File: src/rtl/mc_issue_pkg.sv
package mc_issue_pkg;
  typedef enum logic [1:0] {
    UNIT_ALU  = 2'd0,
    UNIT_MUL  = 2'd1,
    UNIT_FADD = 2'd2,
    UNIT_DIV  = 2'd3
  } unitE;

  localparam int NUM_UNITS = 4;

  typedef struct packed {
    logic                 go;
    logic [NUM_UNITS-1:0] laneSel;
  } issueStbT;
endpackage

File: src/rtl/mc_delay_line.sv
module mc_delay_line #(
  parameter int DEPTH  = 4,
  parameter int W      = 5,
  parameter bit SINGLE = 1'b0
) (
  input  logic         clk,
  input  logic         rst_n,
  input  logic         inV,
  input  logic [W-1:0] inTag,
  output logic         outV,
  output logic [W-1:0] outTag
);
  logic [DEPTH-1:0] vPipe;
  logic [W-1:0]     tPipe [DEPTH];

  always_ff @(posedge clk or negedge rst_n) begin
    if (!rst_n) begin
      vPipe <= '0;
      for (int i = 0; i < DEPTH; i++) tPipe[i] <= '0;
    end else begin
      vPipe[0] <= inV;
      tPipe[0] <= inTag;
      for (int i = 1; i < DEPTH; i++) begin
        vPipe[i] <= vPipe[i-1];
        tPipe[i] <= tPipe[i-1];
      end
    end
  end

  assign outV   = vPipe[DEPTH-1];
  assign outTag = tPipe[DEPTH-1];

  AST_UNPIPELINED_SINGLE: assert property (@(posedge clk) disable iff (!rst_n)
    (!SINGLE) || ($countones(vPipe) <= 1));
endmodule

File: src/rtl/mc_ctrl.sv
module mc_ctrl
  import mc_issue_pkg::*;
#(
  parameter int REG_AW = 5,
  parameter int ALU_D  = 1,
  parameter int MUL_D  = 7,
  parameter int ADD_D  = 4,
  parameter int DIV_D  = 24
) (
  input  logic              clk,
  input  logic              rst_n,
  input  logic              inValid,
  input  unitE              inClass,
  input  logic [REG_AW-1:0] inDst,
  input  logic [REG_AW-1:0] inSrcA,
  input  logic [REG_AW-1:0] inSrcB,
  output logic              stall,
  output issueStbT          stb
);
  localparam int NREG  = 1 << REG_AW;
  localparam int MAX_A = (MUL_D > ADD_D) ? MUL_D : ADD_D;
  localparam int MAX_B = (DIV_D > ALU_D) ? DIV_D : ALU_D;
  localparam int MAXD  = (MAX_A > MAX_B) ? MAX_A : MAX_B;
  localparam int CW    = $clog2(MAXD + 1);

  logic [CW-1:0] readyCnt [NREG];
  logic [CW-1:0] divCnt;
  logic srcABusy, srcBBusy, dstBusy, divBlock;

  function automatic logic [CW-1:0] waitFor(unitE u);
    case (u)
      UNIT_MUL:  return CW'(MUL_D - 1);
      UNIT_FADD: return CW'(ADD_D - 1);
      UNIT_DIV:  return CW'(DIV_D - 1);
      default:   return CW'(ALU_D - 1);
    endcase
  endfunction

  always_comb begin
    srcABusy    = (inSrcA != '0) && (readyCnt[inSrcA] != '0);
    srcBBusy    = (inSrcB != '0) && (readyCnt[inSrcB] != '0);
    dstBusy     = (inDst  != '0) && (readyCnt[inDst]  != '0);
    divBlock    = (inClass == UNIT_DIV) && (divCnt != '0);
    stall       = inValid && (srcABusy || srcBBusy || dstBusy || divBlock);
    stb.go      = inValid && !stall;
    stb.laneSel = stb.go ? (NUM_UNITS'(1) << inClass) : '0;
  end

  always_ff @(posedge clk or negedge rst_n) begin
    if (!rst_n) begin
      for (int r = 0; r < NREG; r++) readyCnt[r] <= '0;
      divCnt <= '0;
    end else begin
      for (int r = 1; r < NREG; r++) begin
        if (stb.go && inDst == REG_AW'(r)) readyCnt[r] <= waitFor(inClass);
        else if (readyCnt[r] != '0)        readyCnt[r] <= readyCnt[r] - CW'(1);
      end
      readyCnt[0] <= '0;
      if (stb.go && inClass == UNIT_DIV) divCnt <= waitFor(UNIT_DIV);
      else if (divCnt != '0)             divCnt <= divCnt - CW'(1);
    end
  end

  AST_DIV_COUNTDOWN: assert property (@(posedge clk) disable iff (!rst_n)
    (divCnt != '0) |=> (divCnt == $past(divCnt) - CW'(1)));

  AST_ZERO_REG_FREE: assert property (@(posedge clk) disable iff (!rst_n)
    (inValid && inClass != UNIT_DIV && inSrcA == '0 && inSrcB == '0 && inDst == '0)
      |-> !stall);
endmodule

File: src/rtl/mc_datapath.sv
module mc_datapath
  import mc_issue_pkg::*;
#(
  parameter int REG_AW = 5,
  parameter int ALU_D  = 1,
  parameter int MUL_D  = 7,
  parameter int ADD_D  = 4,
  parameter int DIV_D  = 24
) (
  input  logic                           clk,
  input  logic                           rst_n,
  input  issueStbT                       stb,
  input  logic [REG_AW-1:0]              inDst,
  output logic [NUM_UNITS-1:0]           wbValid,
  output logic [NUM_UNITS*REG_AW-1:0]    wbTag
);
  function automatic int laneDepth(int g);
    case (g)
      1:       return MUL_D;
      2:       return ADD_D;
      3:       return DIV_D;
      default: return ALU_D;
    endcase
  endfunction

  for (genvar g = 0; g < NUM_UNITS; g++) begin : gLane
    localparam int D = laneDepth(g);
    mc_delay_line #(
      .DEPTH (D),
      .W     (REG_AW),
      .SINGLE(g == int'(UNIT_DIV))
    ) i_line (
      .clk   (clk),
      .rst_n (rst_n),
      .inV   (stb.laneSel[g]),
      .inTag (inDst),
      .outV  (wbValid[g]),
      .outTag(wbTag[g*REG_AW +: REG_AW])
    );
  end

  AST_ONE_LANE: assert property (@(posedge clk) disable iff (!rst_n)
    stb.go |-> $onehot(stb.laneSel));

  AST_IDLE_NO_LANE: assert property (@(posedge clk) disable iff (!rst_n)
    !stb.go |-> (stb.laneSel == '0));

  AST_ALU_NEXT_WB: assert property (@(posedge clk) disable iff (!rst_n)
    stb.laneSel[UNIT_ALU] |=> (wbValid[UNIT_ALU] && wbTag[REG_AW-1:0] == $past(inDst)));
endmodule

File: src/rtl/mc_issue_top.sv
module mc_issue_top
  import mc_issue_pkg::*;
#(
  parameter int REG_AW = 5,
  parameter int ALU_D  = 1,
  parameter int MUL_D  = 7,
  parameter int ADD_D  = 4,
  parameter int DIV_D  = 24
) (
  input  logic                        clk,
  input  logic                        rst_n,
  input  logic                        inValid,
  input  logic [1:0]                  inClass,
  input  logic [REG_AW-1:0]           inDst,
  input  logic [REG_AW-1:0]           inSrcA,
  input  logic [REG_AW-1:0]           inSrcB,
  output logic                        stall,
  output logic                        accept,
  output logic [NUM_UNITS-1:0]        wbValid,
  output logic [NUM_UNITS*REG_AW-1:0] wbTag
);
  issueStbT stb;

  mc_ctrl #(.REG_AW(REG_AW), .ALU_D(ALU_D), .MUL_D(MUL_D), .ADD_D(ADD_D), .DIV_D(DIV_D)) i_ctrl (
    .clk(clk), .rst_n(rst_n), .inValid(inValid), .inClass(unitE'(inClass)),
    .inDst(inDst), .inSrcA(inSrcA), .inSrcB(inSrcB), .stall(stall), .stb(stb)
  );

  mc_datapath #(.REG_AW(REG_AW), .ALU_D(ALU_D), .MUL_D(MUL_D), .ADD_D(ADD_D), .DIV_D(DIV_D)) i_dp (
    .clk(clk), .rst_n(rst_n), .stb(stb), .inDst(inDst), .wbValid(wbValid), .wbTag(wbTag)
  );

  assign accept = stb.go;

  AST_RESET_QUIET: assert property (@(posedge clk) disable iff (!rst_n)
    $rose(rst_n) |-> (wbValid == '0));
endmodule

File: config.mk
export PLATFORM = sky130hd
export DESIGN_NAME = mc_issue_top
export DESIGN_NICKNAME = d
export VERILOG_FILES = /design/src/rtl/mc_issue_pkg.sv /design/src/rtl/mc_delay_line.sv /design/src/rtl/mc_ctrl.sv /design/src/rtl/mc_datapath.sv /design/src/rtl/mc_issue_top.sv
export SDC_FILE = /design/constraint.sdc
export NUM_CORES = 1
export LEC_CHECK = 0
export BUFFER_PORTS_ARGS = -buffer_cell sky130_fd_sc_hd__buf_4
export CORE_MARGIN = 3
export CORE_UTILIZATION = 37
export CTS_CLUSTER_DIAMETER = 40
export DETAILED_ROUTE_END_ITERATION = 6
export PLACE_DENSITY = 0.54
export SLEW_MARGIN = 20
export SYNTH_ARGS = -nofsm -noshare
export SYNTH_HDL_FRONTEND = slang
export SYNTH_SLANG_ARGS = --single-unit
export TNS_END_PERCENT = 10
File: constraint.sdc
create_clock -name clk -period 3.7 [get_ports clk]
set_input_delay 0.74 -clock clk [delete_from_list [all_inputs] [get_ports clk]]
set_output_delay 0.74 -clock clk [all_outputs]
set_load 0.1 [all_outputs]
---- Word-level counts from Yosys, hierarchy flattened ----
Cells that the tools add are included.
storage, ports and cells
  output and inout port bits .............. 26
  bits of input ports ..................... 20
  register bits ........................... 316
  word-level logic and storage cells ...... 320
cells by class
  add/sub/neg operators ................... 32
  equal/unequal tests ..................... 34
  muxes and demuxes ....................... 75
  magnitude comparators ................... 3
  shift-type cells ........................ 1
  reduce and logical (&&, ||, !) cells .... 112
  bitwise gates (word level) .............. 3
operators by type and width
  cell                   number
  $mux W5                70
  $reduce_bool A5 Y1     38
  $sub A5 B1 Y5 const B  32
  $eq A5 B5 Y1 const B   16
  $bmux W5 S5            3
  $reduce_bool A2 Y1     32
  $eq A5 B4 Y1 const B   8
  $logic_and A1 B1 Y1    38
  $eq A5 B3 Y1 const B   4
  $ge A6 B6 Y1 const B   3
  $not A5 Y6             3
  $pmux W5 S3            1
  $eq A5 B2 Y1 const B   2
  $eq A5 B1 Y1 const B   1
  $eq A2 B2 Y1 const B   2
  $mux W4                1
  $shl A1 B2 Y4 const A  1
  $logic_or A1 B1 Y1     3
  $eq A2 B1 Y1 const B   1
  $logic_not A1 Y1       1

---- Logic depth before layout (Yosys ltp) ----
Gate-level depths: netlist (run 1).
  word-level depth ........................ 14
  gate-level depth with buffers ........... 13
  depth with buffers taken out ............ 10

---- Hierarchy ----
A second synthesis (run 1) with hierarchy kept.
second synthesis, totals
  cells, all modules ...................... 1,468
  area total of the unflattened synthesis .. 16,953.8 sq um
modules (own cells, without submodules)
  module                                 cells each  times used  area an instance (sq um)  seq. area each (sq um)
  mc_ctrl                                1,237       1           11,436.0                  4,003.8
  mc_delay_line at i_dp.gLane[3].i_line  149         1           3,641.0                   3,603.5
  mc_delay_line at i_dp.gLane[1].i_line  47          1           1,088.5                   1,051.0
  mc_delay_line at i_dp.gLane[2].i_line  29          1           638.1                     600.6
  mc_delay_line at i_dp.gLane[0].i_line  6           1           150.1                     150.1

---- Worst setup path before layout (run 1) ----
Ideal clock, no wire load.
  path type ............................... input to output
  from .................................... input port inSrcB[0]
  to ...................................... output port stall
  buffers on the path ..................... 4
  slack ................................... -0.876 ns
  arrival time ............................ 3.836 ns
  data required time ...................... 2.960 ns
  stages on the path ...................... 10
  path through ............................ clkbuf_1 > clkbuf_1 > buf_2 > a32oi_1 > a2111oi_0 > o31ai_2 > o2111ai_2 > buf_2 > a21oi_1 > nor2_1
between the ends
  longest elaborated chain between the ends .. 10
  elaborated cells between the ends (all ways) .. 11
  classes of those cells .................. mux: 3; bitwise: 1; reduce/logical: 7
ends and longest elaborated chain
  what                                         RTL line            RTL
  start: declaration                           mc_issue_top.sv:16  input logic [REG_AW-1:0] inSrcB,
  $not A5 Y6 (not written as such)             mc_ctrl.sv:41       srcBBusy = (inSrcB != '0) && (readyCnt[inSrcB] != '0);
  $bmux W5 S5                                  mc_ctrl.sv:41
  $mux W5 (not written as such) (2 in series)  mc_ctrl.sv:41
  $reduce_bool A5 Y1                           mc_ctrl.sv:41
  $logic_and A1 B1 Y1 (*)                      mc_ctrl.sv:41
  $logic_or A1 B1 Y1 (*) (3 in series)         mc_ctrl.sv:44       stall = inValid && (srcABusy || srcBBusy || dstBusy || divBlock);
  $logic_and A1 B1 Y1 (*)                      mc_ctrl.sv:44
  end: declaration                             mc_issue_top.sv:17  output logic stall,
Every way passes the cells marked *; elsewhere a longest branch is shown, timed or not. The select of a mux whose other input is x is not followed.

---- Worst setup path after layout (run 1) ----
  from .................................... register i_ctrl.readyCnt[11] (netlist bit)
  to ...................................... output port accept
between the ends
  longest elaborated chain between the ends .. 11
  elaborated cells between the ends (all ways) .. 21
  classes of those cells .................. mux: 9; reduce/logical: 12
ends and longest elaborated chain
  what                                      RTL line                      RTL
  start: declaration                        mc_ctrl.sv:26                 logic [CW-1:0] readyCnt [NREG];
  start signal: indexed assignment          mc_ctrl.sv:55                 if (stb.go && inDst == REG_AW'(r)) readyCnt[r] <= waitFor(inClass);
  $bmux W5 S5 (on tied branches)            mc_ctrl.sv:40, mc_ctrl.sv:41
  $mux W5 (on tied branches) (2 in series)  mc_ctrl.sv:40, mc_ctrl.sv:41
  $reduce_bool A5 Y1 (on tied branches)     mc_ctrl.sv:40, mc_ctrl.sv:41
  $logic_and A1 B1 Y1 (on tied branches)    mc_ctrl.sv:40, mc_ctrl.sv:41
  $logic_or A1 B1 Y1                        mc_ctrl.sv:44
  $logic_or A1 B1 Y1 (*) (2 in series)      mc_ctrl.sv:44
  $logic_and A1 B1 Y1 (*)                   mc_ctrl.sv:44
  $logic_not A1 Y1 (*)                      mc_ctrl.sv:45                 stb.go = inValid && !stall;
  $logic_and A1 B1 Y1 (*)                   mc_ctrl.sv:45
  end: declaration                          mc_issue_top.sv:18            output logic accept,
Marked as above.

==> run_results.csv, run 1 <==
group,metric,value,unit
worst_setup_path,r2r_slack,0.18,ns
finish,nFillCells,3753,
yosys,synth_fp_nets,1461,
sta,period_share,111.9,%
global_route,grt_pass1_wl,59970,µm
worst_setup_path,cp.arrival,3.40,ns
yosys,synth_xor_area_share,3.534,%
finish,multi_input_area,6880,µm²
detailed_routing,drc,0,
detailed_routing,drtIter0Drc,985,
placement,place_ws,-0.2414,ns
detailed_routing,dr.pass1.iters,5,
finish,finalNonFillerCells,2097,
yosys,synth_seq_area_share,51.47,%
worst_setup_path,r2r-start,"i_ctrl.readyCnt[11]",
cts,clock-sinks,316,
status,violations,"negative setup slack",
status,outcome,"finished with violations",
floorplan,die_x,209.8,µm
yosys,synth.distinct_cells,63,
floorplan,die_height,209.8,µm
power,leakagePower,0.008328,µW
yosys,synthTopCellsByArea,"dfrtp_1 51%, mux2i_1 5.5%, ha_1 5.1%",
worst_hold_path,hold_path.class,"in2async",
worst_setup_path,timing.rr.end,"i_ctrl.readyCnt[30]",
cts,clk_pin_slew,0.05,ns
yosys,yosysTopAreaCellShare,51.47,%
finish,antennaDiodeCount,0,
worst_setup_path,end_kind,"primary output",
power,vdd_drop_max,0.3959,mV
detailed_routing,wl_per_cell,17.81,µm
yosys,synth_edf_count,0,
worst_setup_path,required,2.96,ns
yosys,synth_cells,1378,
sta,finalClockSkew,0.03647,ns
power,p_per_area,829.7,nW/µm²
detailed_routing,vias_per_cell,5.211,
detailed_routing,routed_wirelength,37350,µm
finish,final_util,46.03,%
worst_setup_path,worstPathCellList,"or3_1 -> mux4_2 -> or4_1 -> a31oi_1 -> buf_4 -> o2111ai_4 -> or3b_4 -> clkinvlp_4 -> buf_12",
worst_setup_path,critical-path-slowest-cell,"mux4_2",
cts,post_cts_buffers,0,
floorplan,placementRows,74,
yosys,synth-compound-area-share,6.637,%
yosys,yosys_warnings,0,
sta,setup_viol,2,
cts,clk_latency,0.59,ns
power,p_total,15630,µW
yosys,syn_area_per_cell,11.15,µm²
yosys,synthFlopType,"dfrtp_1",
cts,cts_tree,"built",
worst_setup_path,cp_max_fo,2,
finish,area_growth,22.59,%
cts,cts_buffers,51,
floorplan,coreArea,40920,µm²
floorplan,ios,46,
floorplan,die_area,44010,µm²
placement,finalWeightedCongestion,0.9726,
yosys,synth_top_family_by_area,"simple AND/OR/NAND/NOR gates",
sta,max_slew.worst_pin.slew,0.9176,ns
detailed_routing,vias,10930,
yosys,synthesis.area,15360,µm²
sta,slew_violations,0,
detailed_routing,drtAntennaViolNets,0,
worst_setup_path,reg2reg_depth,10,
sta,setup_ws,-0.4398,ns
yosys,synth-simple-area-share,16.17,%
finish,drive_gt1_share,23.00,%
cts,htreeDepth,2,
finish,final_nets,1608,
yosys,yosysTopAreaCell,"dfrtp_1",
sta,max_slew_margin,37.96,%
worst_setup_path,slowest_delay,0.47,ns
yosys,ys_seq_elements,316,
yosys,yosys-top-cells-count,"316 x dfrtp_1, 97 x nor2_1, 91 x nand2_1, 89 x inv_1, 85 x mux2i_1",
sta,grt_setup_unrepaired,"yes",
sta,min_period,4.140,ns
yosys,yosysMostFrequentCell,"dfrtp_1",
global_route,grt_max_degree,85,
yosys,synth_fa_ha_area_share,5.130,%
finish,seq_area,7908,µm²
global_route,grt_pass1_vias,10990,
yosys,async_flop_share,100.0,%
sta,max_freq,241.6,MHz
placement,port-buffer-count,45,
placement,dp_hpwl,25970,µm
worst_setup_path,startpoint_type,"flip-flop",
global_route,overflow,0,
placement,dp.cells,2004,
global_route,grt_usage,17.17,%
flow_run,maxCapViolCount,0,
yosys,muxShareOfSynthArea,12.50,%
sta,hold_ws,0.1071,ns
worst_setup_path,crit_type,"reg2out",
global_route,antenna_found_initial,0,
cts,hold_buffers,0,
cts,cts_root_buffer,"clkbuf_16",
sta,hold_viol_final,0,
floorplan,start_util,37.54,%
cts,clock_path_buffers,3,
-- routing by layer --
layer  track usage (%)  wire length (µm)  share of wire, %
met5                 0                 0                 0
met1             23.75             17080                46
met3             3.842              2280               6.1
met4             6.305              1249               3.3
met2             26.59             16750                45
-- placed cells by master, fill, tap and decap left out, drive strengths merged, types with 13 or more instances in the layout --
cell type and n:
nor2 99, inv 97, nor4 43, nand2 92
nand2b 22, xnor2 57, clkinv 16, buf 163
o21ai 31, nor3b 13, mux2 75, dfrtp 316
mux2i 85, or3 14, clkbuf 60, ha 63
nor3 88, a21oi 64, nand3 14
-- metrics by stage --
step	cell area, µm²	TNS, ns
floorplan	15440	-0.03152
detailed placement	17040	-1.599
global route	18840	-1.039
finish	18840	-0.8595
CTS	18790	-0.9674
global placement	17040	-0.2807
-- registers in the layout, indices dropped and copies added (netlist names) --
register	count
i_dp.gLane.i_line.outV	1
i_ctrl.divCnt	5
i_ctrl.readyCnt	155
i_dp.gLane.i_line.vPipe	35
i_dp.gLane.i_line.tPipe	105
i_dp.gLane.i_line.outTag	15
-- what timing repair did --
action | 4_1_cts | 5_1_grt
endpoints found under the hold margin | 0 | 0
gates resized for setup | 11 | 7
pin swaps | 3 | 2
gates cloned | 0 | 0
endpoints found under the setup margin | 2 | 2
-- power breakdown --
group | internal (µW) | switching, µW
Clock | 2860 | 1780
Sequential | 4470 | 1040
Combinational | 2690 | 2790
Total | 10000 | 5610
-- final cells by class --
type / count / share of cell area, %
flip-flops and latches: 316 / 41.98
multi-input cells: 902 / 36.53
clock buffers: 60 / 7.114
repair buffers: 163 / 7.068
well taps: 532 / 3.534
clock inverters: 33 / 1.940
inverters: 91 / 1.833
-- critical path: cells and delay by family (launching register included) --
kind / cells / cell delay, ns
simple gates: 3 / 1.29
compound gates: 2 / 0.29
flops: 1 / 0.37
buf+inv: 3 / 0.43
mux: 1 / 0.47
-- logic make-up after synthesis --
| kind of cell | after synthesis |
|---|---|
| AO/OA/AOI/OAI | 161 |
| XOR/XNOR | 62 |
| adder cells (fa/ha/maj) | 63 |
| buffers and inverters | 160 |
| flip-flops | 316 |
| multiplexers | 170 |
| AND/OR/NAND/NOR | 446 |
-- worst max-delay path by stage --
stage,startpoint,to
final,i_ctrl.readyCnt[11],accept
after global routing,i_ctrl.readyCnt[146],accept
after CTS,i_ctrl.readyCnt[56],accept
after detailed placement,inSrcA[1],accept
after global placement,inSrcA[1],accept
after floorplan,inSrcB[0],accept
No activity file was read; power rests on OpenSTA's default activity.
==> run 2: changes to the inputs <==
SKIP_LAST_GASP = 1   (was unset)
==> run 2 against run 1 <==
Effect of this change:
- the flow still finishes with violations (negative setup slack)
- sequential power is essentially flat
- first-iteration DRC count down 8.7%
- core utilization fell by 0.070 points
- non-clock buffer count did not move
- clock power about the same
- total power shrank 0.15%
==> run_results.csv, run 2 (same netlist as run 1, synthesis figures left out) <==
group,metric,value,unit
status,outcome,"finished with violations",
status,violations,"negative setup slack",
worst_setup_path,reg2reg_depth,10,
power,vdd_drop_max,0.3947,mV
cts,cts_tree,"built",
finish,top_register,"i_ctrl.readyCnt",
worst_hold_path,hold_path.class,"in2async",
finish,layout_common_cells,"316 x dfrtp_1, 154 x buf_4, 95 x nor2_1",
global_route,overflow,0,
detailed_routing,vias,10900,
sta,setup_viol,2,
power,leakagePower,0.008322,µW
floorplan,coreArea,40920,µm²
cts,clk_latency,0.59,ns
worst_setup_path,timing.rr.end,"i_ctrl.readyCnt[30]",
sta,period_share,112.2,%
detailed_routing,vias_per_cell,5.200,
detailed_routing,routed_wirelength,37250,µm
detailed_routing,drc,0,
finish,reg_top3,"i_ctrl.readyCnt x155, i_dp.gLane.i_line.tPipe x105, i_dp.gLane.i_line.vPipe x35",
finish,final_area,18810,µm²
flow_run,maxCapViolCount,0,
sta,hold_ws,0.1075,ns
cts,cts_root_buffer,"clkbuf_16",
sta,hold_viol_final,0,
sta,finalClockSkew,0.03631,ns
finish,area_growth,22.40,%
finish,layout_commonest_cell,"dfrtp_1",
global_route,grt_pass1_wl,59970,µm
worst_setup_path,cp-startpoint,"i_ctrl.readyCnt[126]",
global_route,antenna_found_initial,0,
finish,nFillCells,3757,
sta,slew_violations,0,
sta,grt_setup_unrepaired,"yes",
sta,max_slew_margin,35.30,%
cts,hold_buffers,0,
placement,dp_hpwl,25970,µm
finish,final_nets,1608,
finish,final_util,45.96,%
worst_setup_path,critical-path-slowest-cell,"or4_4",
detailed_routing,drtIter0Drc,899,
cts,post_cts_buffers,0,
global_route,grt_usage,17.17,%
worst_setup_path,end_kind,"primary output",
worst_setup_path,cp.arrival,3.41,ns
detailed_routing,dr.pass1.iters,6,
finish,multi_input_area,6852,µm²
finish,largest_register_ffs,155,
placement,place_ws,-0.2414,ns
detailed_routing,drtAntennaViolNets,0,
floorplan,die_area,44010,µm²
sta,min_period,4.151,ns
floorplan,placementRows,74,
placement,place_area,17040,µm²
worst_setup_path,crit_type,"reg2out",
finish,seq_area,7908,µm²
cts,clk_pin_slew,0.05,ns
worst_setup_path,r2r-start,"i_ctrl.readyCnt[126]",
placement,finalWeightedCongestion,0.9726,
global_route,grt_max_degree,85,
cts,htreeDepth,2,
sta,max_slew.worst_pin.slew,0.9570,ns
sta,setup_ws,-0.4515,ns
worst_setup_path,cp_max_fo,2,
sta,max_freq,240.9,MHz
placement,port-buffer-count,45,
cts,cts_buffers,51,
worst_setup_path,required,2.96,ns
global_route,grt_pass1_vias,10990,
floorplan,die_height,209.8,µm
worst_setup_path,r2r_slack,0.15,ns
floorplan,start_util,37.54,%
floorplan,die_x,209.8,µm
worst_setup_path,startpoint_type,"flip-flop",
cts,clock_path_buffers,3,
detailed_routing,wl_per_cell,17.76,µm
worst_setup_path,slowest_delay,0.57,ns
power,p_per_area,829.7,nW/µm²
finish,drive_gt1_share,22.81,%
cts,clock-sinks,316,
floorplan,ios,46,
worst_setup_path,worstPathCellList,"or4_4 -> nor2_2 -> a2111oi_0 -> or4_1 -> a21oi_2 -> o2111ai_4 -> or3b_4 -> clkinvlp_4 -> buf_12",
finish,antennaDiodeCount,0,
## run 2: routing by layer
layer  wire (µm)  up-vias  share of wire, %  global-route usage [%]
li1            -     5138                 -                       -
met1       16710     5376                45                   23.75
met2       16720      302                45                   26.59
met3        2572       88               6.9                   3.842
met4        1245        0               3.3                   6.305
met5           0        -                 0                       0
## run 2: layout make-up
class	instances	area share (%)
well taps	532	3.539
clock inverters	33	1.943
multi-input cells	902	36.43
repair buffers	163	7.079
clock buffers	60	7.125
inverters	91	1.836
flip-flops and latches	316	42.05
## run 2: report_power, final
part,switching [µW],internal (µW),total [µW]
Combinational,2780,2690,5470
Clock,1770,2860,4630
Sequential,1030,4470,5510
Total,5590,10000,15600
## run 2: stage by stage
stage                     power [µW]  TNS [ns]  cells
after detailed placement       10980    -1.599   2004
final                          15600   -0.8940   2097
after floorplan                 9289  -0.03152   1378
after global routing           16810    -1.103   2097
after global placement         10850   -0.2807   2004
after CTS                      15770   -0.9674   2097
## run 2: critical path, delay by kind of cell, from the launching register on
family	cells	cell delay [ns]
AND/OR/NAND/NOR	4	1.69
flip-flops	1	0.37
buffers and inverters	2	0.28
AO/OA/AOI/OAI	3	0.50
## run 2: worst max-delay path by stage
stage | to | depth (start not counted)
after floorplan | accept | 10
after global placement | accept | 10
after detailed placement | accept | 10
after CTS | accept | 9
after global routing | accept | 9
final | accept | 9
## run 2: repair_timing
item	4_1_cts	5_1_grt
endpoints found under the setup margin	2	2
pin swaps	3	1
gates resized for setup	11	2
cloned	0	0
